`src/rtl/sar_seq_pkg.sv`:
```
`timescale 1ns/1ps
package sar_seq_pkg;

  typedef enum logic [2:0] {
    ST_IDLE,
    ST_START,
    ST_CONVERT,
    ST_READ,
    ST_ACQUIRE,
    ST_POWERDOWN,
    ST_RECOVER
  } seq_state_e;

  // ceil(ns / clk_ns), never below one cycle
  function automatic int ns_to_cyc(input int ns, input int clk_ns);
    int c;
    c = (ns + clk_ns - 1) / clk_ns;
    return (c < 1) ? 1 : c;
  endfunction

  function automatic int imax(input int a, input int b);
    return (a > b) ? a : b;
  endfunction

endpackage

```
`src/rtl/sar_sync.sv`:
```
`timescale 1ns/1ps
module sar_sync #(
  parameter int STAGES = 2
) (
  input  logic clk_i,
  input  logic rst_ni,
  input  logic d_i,
  output logic q_o
);
  localparam int N = (STAGES < 2) ? 2 : STAGES;

  logic [N-1:0] sr_q;

  always_ff @(posedge clk_i or negedge rst_ni) begin
    if (!rst_ni) sr_q <= '0;
    else         sr_q <= {sr_q[N-2:0], d_i};
  end

  assign q_o = sr_q[N-1];
endmodule

```
`src/rtl/sar_timer.sv`:
```
`timescale 1ns/1ps
module sar_timer #(
  parameter int W = 8
) (
  input  logic         clk_i,
  input  logic         rst_ni,
  input  logic         load_i,
  input  logic [W-1:0] val_i,
  output logic         zero_o
);
  logic [W-1:0] cnt_q;

  always_ff @(posedge clk_i or negedge rst_ni) begin
    if (!rst_ni)            cnt_q <= '0;
    else if (load_i)        cnt_q <= val_i;
    else if (cnt_q != '0)   cnt_q <= cnt_q - 1'b1;
  end

  assign zero_o = (cnt_q == '0);

  p_count_down_r8: assert property (@(posedge clk_i) disable iff (!rst_ni)
    (!load_i && !zero_o) |=> (cnt_q == $past(cnt_q) - 1'b1));
endmodule

```
`src/rtl/sar_seq.sv`:
```
`timescale 1ns/1ps
module sar_seq #(
  parameter int DATA_W      = 16,
  parameter int CLK_NS      = 5,
  parameter int SHORT_PULSE = 1,
  parameter int SHORT_NS    = 40,
  parameter int ACQ_NS      = 385,
  parameter int CONV_NS     = 600,
  parameter int WDOG_MULT   = 4,
  parameter int REC_NS      = 5000000,
  parameter int RD_CYC      = 2,
  parameter int SYNC_STAGES = 2
) (
  input  logic              clk_i,
  input  logic              rst_ni,
  input  logic              run_i,
  input  logic              trig_i,
  input  logic              pd_req_i,
  input  logic              busy_i,
  input  logic [DATA_W-1:0] data_i,
  output logic              cnvst_no,
  output logic              cs_no,
  output logic              rd_no,
  output logic              pd_o,
  output logic              valid_o,
  output logic [DATA_W-1:0] data_o,
  output logic              err_o
);
  import sar_seq_pkg::*;

  localparam int  ACQ_CYC   = ns_to_cyc(ACQ_NS, CLK_NS);
  localparam int  WDOG_CYC  = ns_to_cyc(CONV_NS * WDOG_MULT, CLK_NS);
  localparam int  REC_CYC   = ns_to_cyc(REC_NS, CLK_NS);
  localparam int  READ_CYC  = (RD_CYC < 1) ? 1 : RD_CYC;
  localparam int  MAX_CYC   = imax(imax(ACQ_CYC, WDOG_CYC), imax(REC_CYC, READ_CYC));
  localparam int  CNT_W     = $clog2(MAX_CYC + 1);
  localparam bit  USE_SHORT = (SHORT_PULSE != 0) && (SHORT_NS >= CLK_NS);

  seq_state_e state_q, nxt;
  logic busy_s, busy_seen_q, tmr_zero, tmr_load, conv_done, wd_trip;
  logic [CNT_W-1:0] tmr_val;

  sar_sync #(.STAGES(SYNC_STAGES)) u_busy_sync (
    .clk_i (clk_i), .rst_ni(rst_ni), .d_i(busy_i), .q_o(busy_s)
  );

  sar_timer #(.W(CNT_W)) u_timer (
    .clk_i (clk_i), .rst_ni(rst_ni), .load_i(tmr_load), .val_i(tmr_val), .zero_o(tmr_zero)
  );

  assign conv_done = busy_seen_q && !busy_s;

  always_comb begin
    nxt     = state_q;
    wd_trip = 1'b0;
    unique case (state_q)
      ST_IDLE: begin
        if (pd_req_i)                        nxt = ST_POWERDOWN;
        else if ((run_i || trig_i) && !busy_s) nxt = ST_START;
      end
      ST_START:   nxt = ST_CONVERT;
      ST_CONVERT: begin
        if (conv_done)     nxt = ST_READ;
        else if (tmr_zero) begin
          nxt     = ST_ACQUIRE;
          wd_trip = 1'b1;
        end
      end
      ST_READ:      if (tmr_zero)  nxt = ST_ACQUIRE;
      ST_ACQUIRE:   if (tmr_zero)  nxt = ST_IDLE;
      ST_POWERDOWN: if (!pd_req_i) nxt = ST_RECOVER;
      ST_RECOVER:   if (tmr_zero)  nxt = ST_IDLE;
      default:                     nxt = ST_IDLE;
    endcase
  end

  // timer reloads on every state change with the length of the new state
  assign tmr_load = (nxt != state_q);
  always_comb begin
    unique case (nxt)
      ST_CONVERT: tmr_val = CNT_W'(WDOG_CYC - 1);
      ST_READ:    tmr_val = CNT_W'(READ_CYC - 1);
      ST_ACQUIRE: tmr_val = CNT_W'(ACQ_CYC - 1);
      ST_RECOVER: tmr_val = CNT_W'(REC_CYC - 1);
      default:    tmr_val = '0;
    endcase
  end

  always_ff @(posedge clk_i or negedge rst_ni) begin
    if (!rst_ni) begin
      state_q     <= ST_IDLE;
      busy_seen_q <= 1'b0;
      cnvst_no    <= 1'b1;
      cs_no       <= 1'b1;
      rd_no       <= 1'b1;
      pd_o        <= 1'b0;
      valid_o     <= 1'b0;
      data_o      <= '0;
      err_o       <= 1'b0;
    end else begin
      state_q <= nxt;
      if (state_q == ST_START)                busy_seen_q <= 1'b0;
      else if (state_q == ST_CONVERT && busy_s) busy_seen_q <= 1'b1;
      // outputs follow the next state so they leave flops glitch-free
      cnvst_no <= !((nxt == ST_START) || (!USE_SHORT && nxt == ST_CONVERT));
      cs_no    <= (nxt != ST_READ);
      rd_no    <= (nxt != ST_READ);
      pd_o     <= (nxt == ST_POWERDOWN);
      valid_o  <= (state_q == ST_READ) && tmr_zero;
      err_o    <= wd_trip;
      if (state_q == ST_READ && tmr_zero) data_o <= data_i;
    end
  end

  p_start_quiet_r2: assert property (@(posedge clk_i) disable iff (!rst_ni)
    $fell(cnvst_no) |-> (!busy_s && cs_no && rd_no && !pd_o));

  if (USE_SHORT) begin : g_short
    p_short_pulse_r3: assert property (@(posedge clk_i) disable iff (!rst_ni)
      !cnvst_no |=> cnvst_no);
  end else begin : g_long
    p_late_rise_r3: assert property (@(posedge clk_i) disable iff (!rst_ni)
      $rose(cnvst_no) |-> (!busy_s || err_o));
  end

  p_read_window_r4: assert property (@(posedge clk_i) disable iff (!rst_ni)
    valid_o |-> ($past(!cs_no) && $past(!rd_no)));

  p_valid_single_r4: assert property (@(posedge clk_i) disable iff (!rst_ni)
    valid_o |=> !valid_o);

  p_pd_quiet_r6: assert property (@(posedge clk_i) disable iff (!rst_ni)
    pd_o |-> (cnvst_no && cs_no && rd_no));

  p_err_single_r8: assert property (@(posedge clk_i) disable iff (!rst_ni)
    err_o |=> !err_o);

  p_err_no_word_r8: assert property (@(posedge clk_i) disable iff (!rst_ni)
    err_o |-> !valid_o);
endmodule

```
`config.mk`:
```
export PLATFORM = sky130hd
export DESIGN_NAME = sar_seq
export DESIGN_NICKNAME = d
export VERILOG_FILES = /design/src/rtl/sar_seq_pkg.sv /design/src/rtl/sar_sync.sv /design/src/rtl/sar_timer.sv /design/src/rtl/sar_seq.sv
export SDC_FILE = /design/constraint.sdc
export NUM_CORES = 1
export LEC_CHECK = 0
export BUFFER_PORTS_ARGS = -buffer_cell sky130_fd_sc_hd__buf_4
export CORE_MARGIN = 2
export CORE_UTILIZATION = 37
export DETAILED_ROUTE_END_ITERATION = 8
export PLACE_DENSITY = 0.7
export SETUP_SLACK_MARGIN = 0.5
export SLEW_MARGIN = 20
export SYNTH_ARGS = -nofsm -noshare
export SYNTH_HDL_FRONTEND = slang
export SYNTH_SLANG_ARGS = --single-unit
```
`constraint.sdc`:
```
create_clock -name clk_i -period 2.12 [get_ports clk_i]
set_clock_uncertainty 0.15 [all_clocks]
set_input_delay 0.318 -clock clk_i [delete_from_list [all_inputs] [get_ports clk_i]]
set_output_delay 0.318 -clock clk_i [all_outputs]
set_load 0.02 [all_outputs]
```
==> flow_summary.ini, run 1 <==
[status]
status = complete, but fails checks
violations = negative setup slack

[route]
drc = 0
routed_wl_mm = 6.570
via_per_inst = 5.433
first_pass_iters = 4
vias = 2206
drtAntennaViolNets = 0
dr.first_iter.drc_count = 133
routedWlPerCell_um = 16.18

[critical_path]
required_ps = 2180
cp_cell_sequence = or4_4 -> o221ai_2 -> or4b_4 -> buf_4 -> a31oi_1 -> nor2_1
cp_max_fo = 6
crit_arrival_ps = 2330
critPathCaptureType = flop
crit_slowest_cell = or4_4
worstSetupPathType = reg -> reg
cp-start-kind = flop
cp_slowest_stage_delay_ps = 540

[logic_synthesis]
yosysTopAreaCell = dfrtp_1
synthTopCellsByCount = dfrtp_1, nor2_1, mux2_2, nand2_1, a21oi_1
ys_ff_latch = 47
synth_area_mm2 = 0.002424
ys_warn_count = 0
synth_edf_count = 0
async_flop_share_pct = 100.0
post_synth.cell_area_avg_um2 = 10.31
synth_nets = 259
synth-main-ff-cell = dfrtp_1
synth_area_leaders = dfrtp_1, mux2_2, a21oi_1, nor2_1, xnor2_1
post-synth-top-count-cell = dfrtp_1
syn_inst = 235
synth_cell_types = 50
synth_top_area_share_pct = 46.46
ys_seq_area_share_pct = 48.63

[sta]
hold_viol_final = 0
period_share_pct = 107.0
drv_slew = 0
setup_ws_ps = -149.4
hold_ws_ps = 80.07
fin_setup_tns_ps = -2229
rsz0062_at_grt = yes
period_needed_ps = 2269
fmax_ghz = 0.4407
setup_viol = 34
worst_slew_pin_slew_ps = 995.6
relSlewSlack_pct = 33.23

[layout]
stdcell_count = 406
fin_nets = 352
area_growth_pct = 48.43
drive_above_1_share_pct = 53.80
n_antenna_cell = 0

[global_route]
grtUsageTotal_pct = 18.39
antenna_found_initial = 0
grt_max_degree = 48
grt_first_pass_wirelength_mm = 10.58
grt_pass1_vias = 2179
grt-ovfl-total = 0

[die]
dieArea_mm2 = 0.007214
num_rows = 29
io_pins = 44
start_util_pct = 38.17
core_area_mm2 = 0.006350
die_y_um = 84.94
dieWidth_um = 84.94

[power_and_ir_drop]
comb_power_share_pct = 61.7
power_leakage_nw = 1.568
swShare_pct = 42.25
clockPowerShare_pct = 12.5
p_per_area_mw_per_mm2 = 1552
net-switching-power_w = 0.002359
total_power_w = 0.005584
power.internal_w = 0.003225
ir_drop_mv = 0.7434
power_frac_seq_pct = 25.8

[placement]
gp_congestion = 0.8850
dpl.cell_count = 382
io_buffer_count = 43
dp_hpwl_mm = 4.369

[clock_tree]
cts_tree = yes
clk_path_buf_depth = 2
numCtsBuffers = 5
cts.clk_slew.worst_paths_ps = 100
clock_latency_ps = 310
cts.sinks = 47
ctsRootBufferMaster = clkbuf_8
htreeDepth = 2

[min_path]
hold_class = in -> reg

[flow_run]
drv_cap = 0
-- routing by layer --
layer	global-route usage (%)	vias up	share of wire [%]
met5	0	-	0
met4	6.926	0	1.2
met3	3.210	7	4.2
met2	29.71	47	51
met1	24.83	1094	44
li1	-	1058	-
-- cells by family after synthesis --
| kind of cell | count (synthesis) | share of synthesized area [%] |
|---|---|---|
| and+or+nand+nor | 88 | 20.44 |
| AOI/OAI and AO/OA | 57 | 15.39 |
| DFF | 47 | 48.63 |
| muxes | 16 | 7.434 |
| buffers and inverters | 14 | 3.097 |
| xor gates and xnor gates | 11 | 3.976 |
| adders and majority gates | 2 | 1.032 |
-- critical path, delay by kind of cell (launching register included) --
family	cells	cell delay, ps
and+or+nand+nor	3	1130
buffers and inverters	1	180
DFF	1	390
AOI/OAI and AO/OA	2	330
-- what timing repair did --
action                                  in CTS  in global routing
endpoints found under the hold margin       46                  0
setup buffers                                6                  6
resized for setup                           41                 15
cloned                                       2                  0
hold buffers                                 2                  0
endpoints found under the setup margin      43                 43
pin swaps                                   19                 14
-- power by group through the flow --
stage | clock network (W) | logic [W] | registers, W
6_report | 0.000697 | 0.00345 | 0.00144
5_1_grt | 0.000744 | 0.00371 | 0.00148
4_1_cts | 0.000705 | 0.00311 | 0.00143
3_5_place_dp | 0 | 0.00273 | 0.00145
3_3_place_gp | 0 | 0.00269 | 0.00143
2_1_floorplan | 0 | 0.00146 | 0.00161
-- sequential cells by signal, summed over array words and instances (netlist names) --
name	flops
valid_o	1
err_o	1
cnvst_no	1
u_busy_sync.sr_q	2
pd_o	1
data_o	16
busy_seen_q	1
state_q	3
u_timer.cnt_q	20
rd_no	1
-- final cells by class --
cell class                 count  area, µm²
sequential                    47       1182
inverter                       3      11.26
multi-input combinational    175       1433
clock buffer                   5      68.82
clock inverter                 3      47.55
fill                         529       2753
tap                           77      96.34
timing repair buffer          96      758.2
-- stage by stage --
step                      util (%)  setup slack, ps  area, µm²
after floorplan                  -           -105.8       2500
after global placement       49.52           -148.3       3144
after detailed placement     49.52           -187.0       3144
after CTS                    54.80           -140.8       3480
after global routing         56.65           -223.5       3597
final                        56.65           -149.4       3597
-- cells in the final DEF (no fill, tap or decap), drive strengths merged, types with 2 or more instances in the layout --
master       count
dlygate4sd3      2
a211oi           2
o21a             2
or4              3
a21oi           16
clkinv           2
o21ai           12
o211ai           7
nor3            10
nand2b           3
nand4            3
o41ai            2
and3b            3
inv              3
nand3            6
buf             94
o22ai            2
o221ai           2
nand2           16
or2              5
nor4b            2
ha               2
nor4             6
a31oi            3
or4b             2
dfstp            2
nor2            19
or3              4
mux2            16
dfrtp           45
xor2             3
o31a             2
clkbuf           5
xnor2            8
nor2b            4
-- path summary, 6_finish.rpt --
kind,startpoint,endpoint,slack (ps),cells past startpoint
worst max-delay path,state_q[0],u_timer.cnt_q[4],-150,6
worst min-delay path,data_i[6],data_o[6],80,2
worst max register to register,state_q[0],u_timer.cnt_q[4],-150,6
worst min register to register,u_busy_sync.sr_q[0],u_busy_sync.sr_q[1],210,0
max in group asynchronous,rst_ni,u_timer.cnt_q[12],990,2
min in group asynchronous,rst_ni,data_o[11],390,2
Note: power is estimated with default switching activity, not from simulation.
==> run 2, diff against run 1 <==
CORE_MARGIN = 4   (was 2)
PLACE_DENSITY = not set   (was 0.7)
==> run 2 against run 1 <==
Net effect:
- the flow still finishes with violations (negative setup slack)
- combinational power barely moved
- sequential power barely moved
- die area is 9.6% higher
- register-to-register slack worse by 40 ps
- sequential share of layout area is 0.59 points lower
- first-iteration DRC count rose by 17%
- flip-flop and latch count unchanged
- non-clock buffer count rose by 12
- critical path type unchanged
- highest routed layer unchanged
==> flow_summary.ini, run 2 (synthesized netlist as in run 1, its figures left out) <==
[critical_path]
crit_arrival_ps = 2390
critPathCaptureType = flop
required_ps = 2200
crit_slowest_cell = or4_4
crit_family = simple AND/OR/NAND/NOR gates
cp_slowest_stage_delay_ps = 550
path_buf_inv = 0
cp_cell_sequence = or4_4 -> o221ai_2 -> or4b_4 -> and3b_2 -> a21oi_1
cp-start-kind = flop
cp_max_fo = 6
worstSetupPathType = reg -> reg

[route]
drtAntennaViolNets = 0
met2WireLength_mm = 3.210
highest_layer = met4
met3_length_um = 333
dr.first_iter.drc_count = 155
vias = 2215
routed_wl_mm = 6.674
via_per_inst = 5.299
drc = 0
routedWlPerCell_um = 15.97
first_pass_iters = 4
met1Wirelength_mm = 3.053

[placement]
dp_slack_ps = -222.3
dp_hpwl_mm = 4.502
gp_congestion = 0.8935
io_buffer_count = 43

[clock_tree]
cts.clk_slew.worst_paths_ps = 100
cts_tree = yes
htreeDepth = 2
clk_path_buf_depth = 2
numCtsBuffers = 5
ctsRootBufferMaster = clkbuf_8
cts.sinks = 47
clock_latency_ps = 310

[sta]
drv_slew = 0
rsz0062_at_grt = yes
period_share_pct = 108.9
setup_viol = 34
setup_ws_ps = -189.7
fin_setup_tns_ps = -4445
fmax_ghz = 0.4330
period_needed_ps = 2310
worst_slew_pin_slew_ps = 609.6
hold_viol_final = 0
relSlewSlack_pct = 59.36

[power_and_ir_drop]
clockPowerShare_pct = 10.6
ir_drop_mv = 0.7329
power_leakage_nw = 1.642
net-switching-power_w = 0.002307
swShare_pct = 42.40
power_frac_seq_pct = 26.1
comb_power_share_pct = 63.3
power.internal_w = 0.003134
p_per_area_mw_per_mm2 = 1489

[layout]
largestRegisters = u_timer.cnt_q x20, data_o x16, state_q x3
area_growth_pct = 50.80
final_common_cell = buf_4
drive_above_1_share_pct = 52.20
fin_nets = 364
largest_reg_flops = 20
regMostFlops = u_timer.cnt_q
final_cell_mix = buf_4, dfrtp_1, nor2_1, mux2_2, a21oi_1
n_antenna_cell = 0

[global_route]
grt_max_degree = 48
grt-ovfl-total = 0
grtUsageTotal_pct = 17.71
grt_pass1_vias = 2140
antenna_found_initial = 0
grt_first_pass_wirelength_mm = 10.82

[status]
status = complete, but fails checks
violations = negative setup slack

[die]
dieArea_mm2 = 0.007909
core_area_mm2 = 0.006350
dieWidth_um = 88.94
start_util_pct = 38.17
die_y_um = 88.94
io_pins = 44
num_rows = 29

[min_path]
hold_class = in -> reg

[flow_run]
drv_cap = 0
==> run 2: power groups by stage <==
| stage | Sequential [W] | Combinational, W | Clock [W] |
|---|---|---|---|
| floorplan | 0.00161 | 0.00146 | 0 |
| global placement | 0.00143 | 0.00280 | 0 |
| detailed placement | 0.00144 | 0.00282 | 0 |
| CTS | 0.00142 | 0.00327 | 0.000589 |
| global route | 0.00146 | 0.00370 | 0.000638 |
| finish | 0.00142 | 0.00344 | 0.000578 |
==> run 2: path summary, 6_finish.rpt <==
check / start / to / slack (ps) / depth (start not counted)
max: state_q[0] / u_timer.cnt_q[19] / -190 / 5
min: data_i[15] / data_o[15] / 90 / 2
max reg2reg: state_q[0] / u_timer.cnt_q[19] / -190 / 5
min reg2reg: u_busy_sync.sr_q[0] / u_busy_sync.sr_q[1] / 210 / 0
max in group asynchronous: rst_ni / u_timer.cnt_q[12] / 980 / 2
min in group asynchronous: rst_ni / u_timer.cnt_q[18] / 400 / 2
==> run 2: repair_timing <==
action                                 in CTS  in global routing
cloned                                      2                  0
endpoints found under the hold margin      46                  0
setup buffers                              12                  3
setup endpoints to repair                  43                 43
resized for setup                          43                  7
hold buffers                                2                  0
pin swaps                                  15                  7
==> run 2: cell type report <==
cell class / count / area, µm²
clock buffer: 5 / 68.82
clock inverter: 3 / 23.77
fill: 537 / 2695
inverter: 3 / 11.26
multi-input combinational: 175 / 1389
sequential: 47 / 1180
tap: 77 / 96.34
timing repair buffer: 108 / 885.9
==> run 2: routing by layer <==
metal  track usage [%]  vias up
met4             4.871        0
met2             27.26       58
met1             25.92     1071
met5                 0        -
met3             2.949        6
li1                  -     1080
==> run 2: metrics by stage <==
stage	power [W]	instances	utilization [%]	area [µm²]	hold slack (ps)
floorplan	0.003076	235	-	2500	-127.6
global placement	0.004222	391	50.58	3212	189.2
detailed placement	0.004259	391	50.58	3212	191.7
CTS	0.005281	415	56.81	3607	78.87
global route	0.005796	418	57.56	3655	69.04
finish	0.005442	418	57.56	3655	85.71
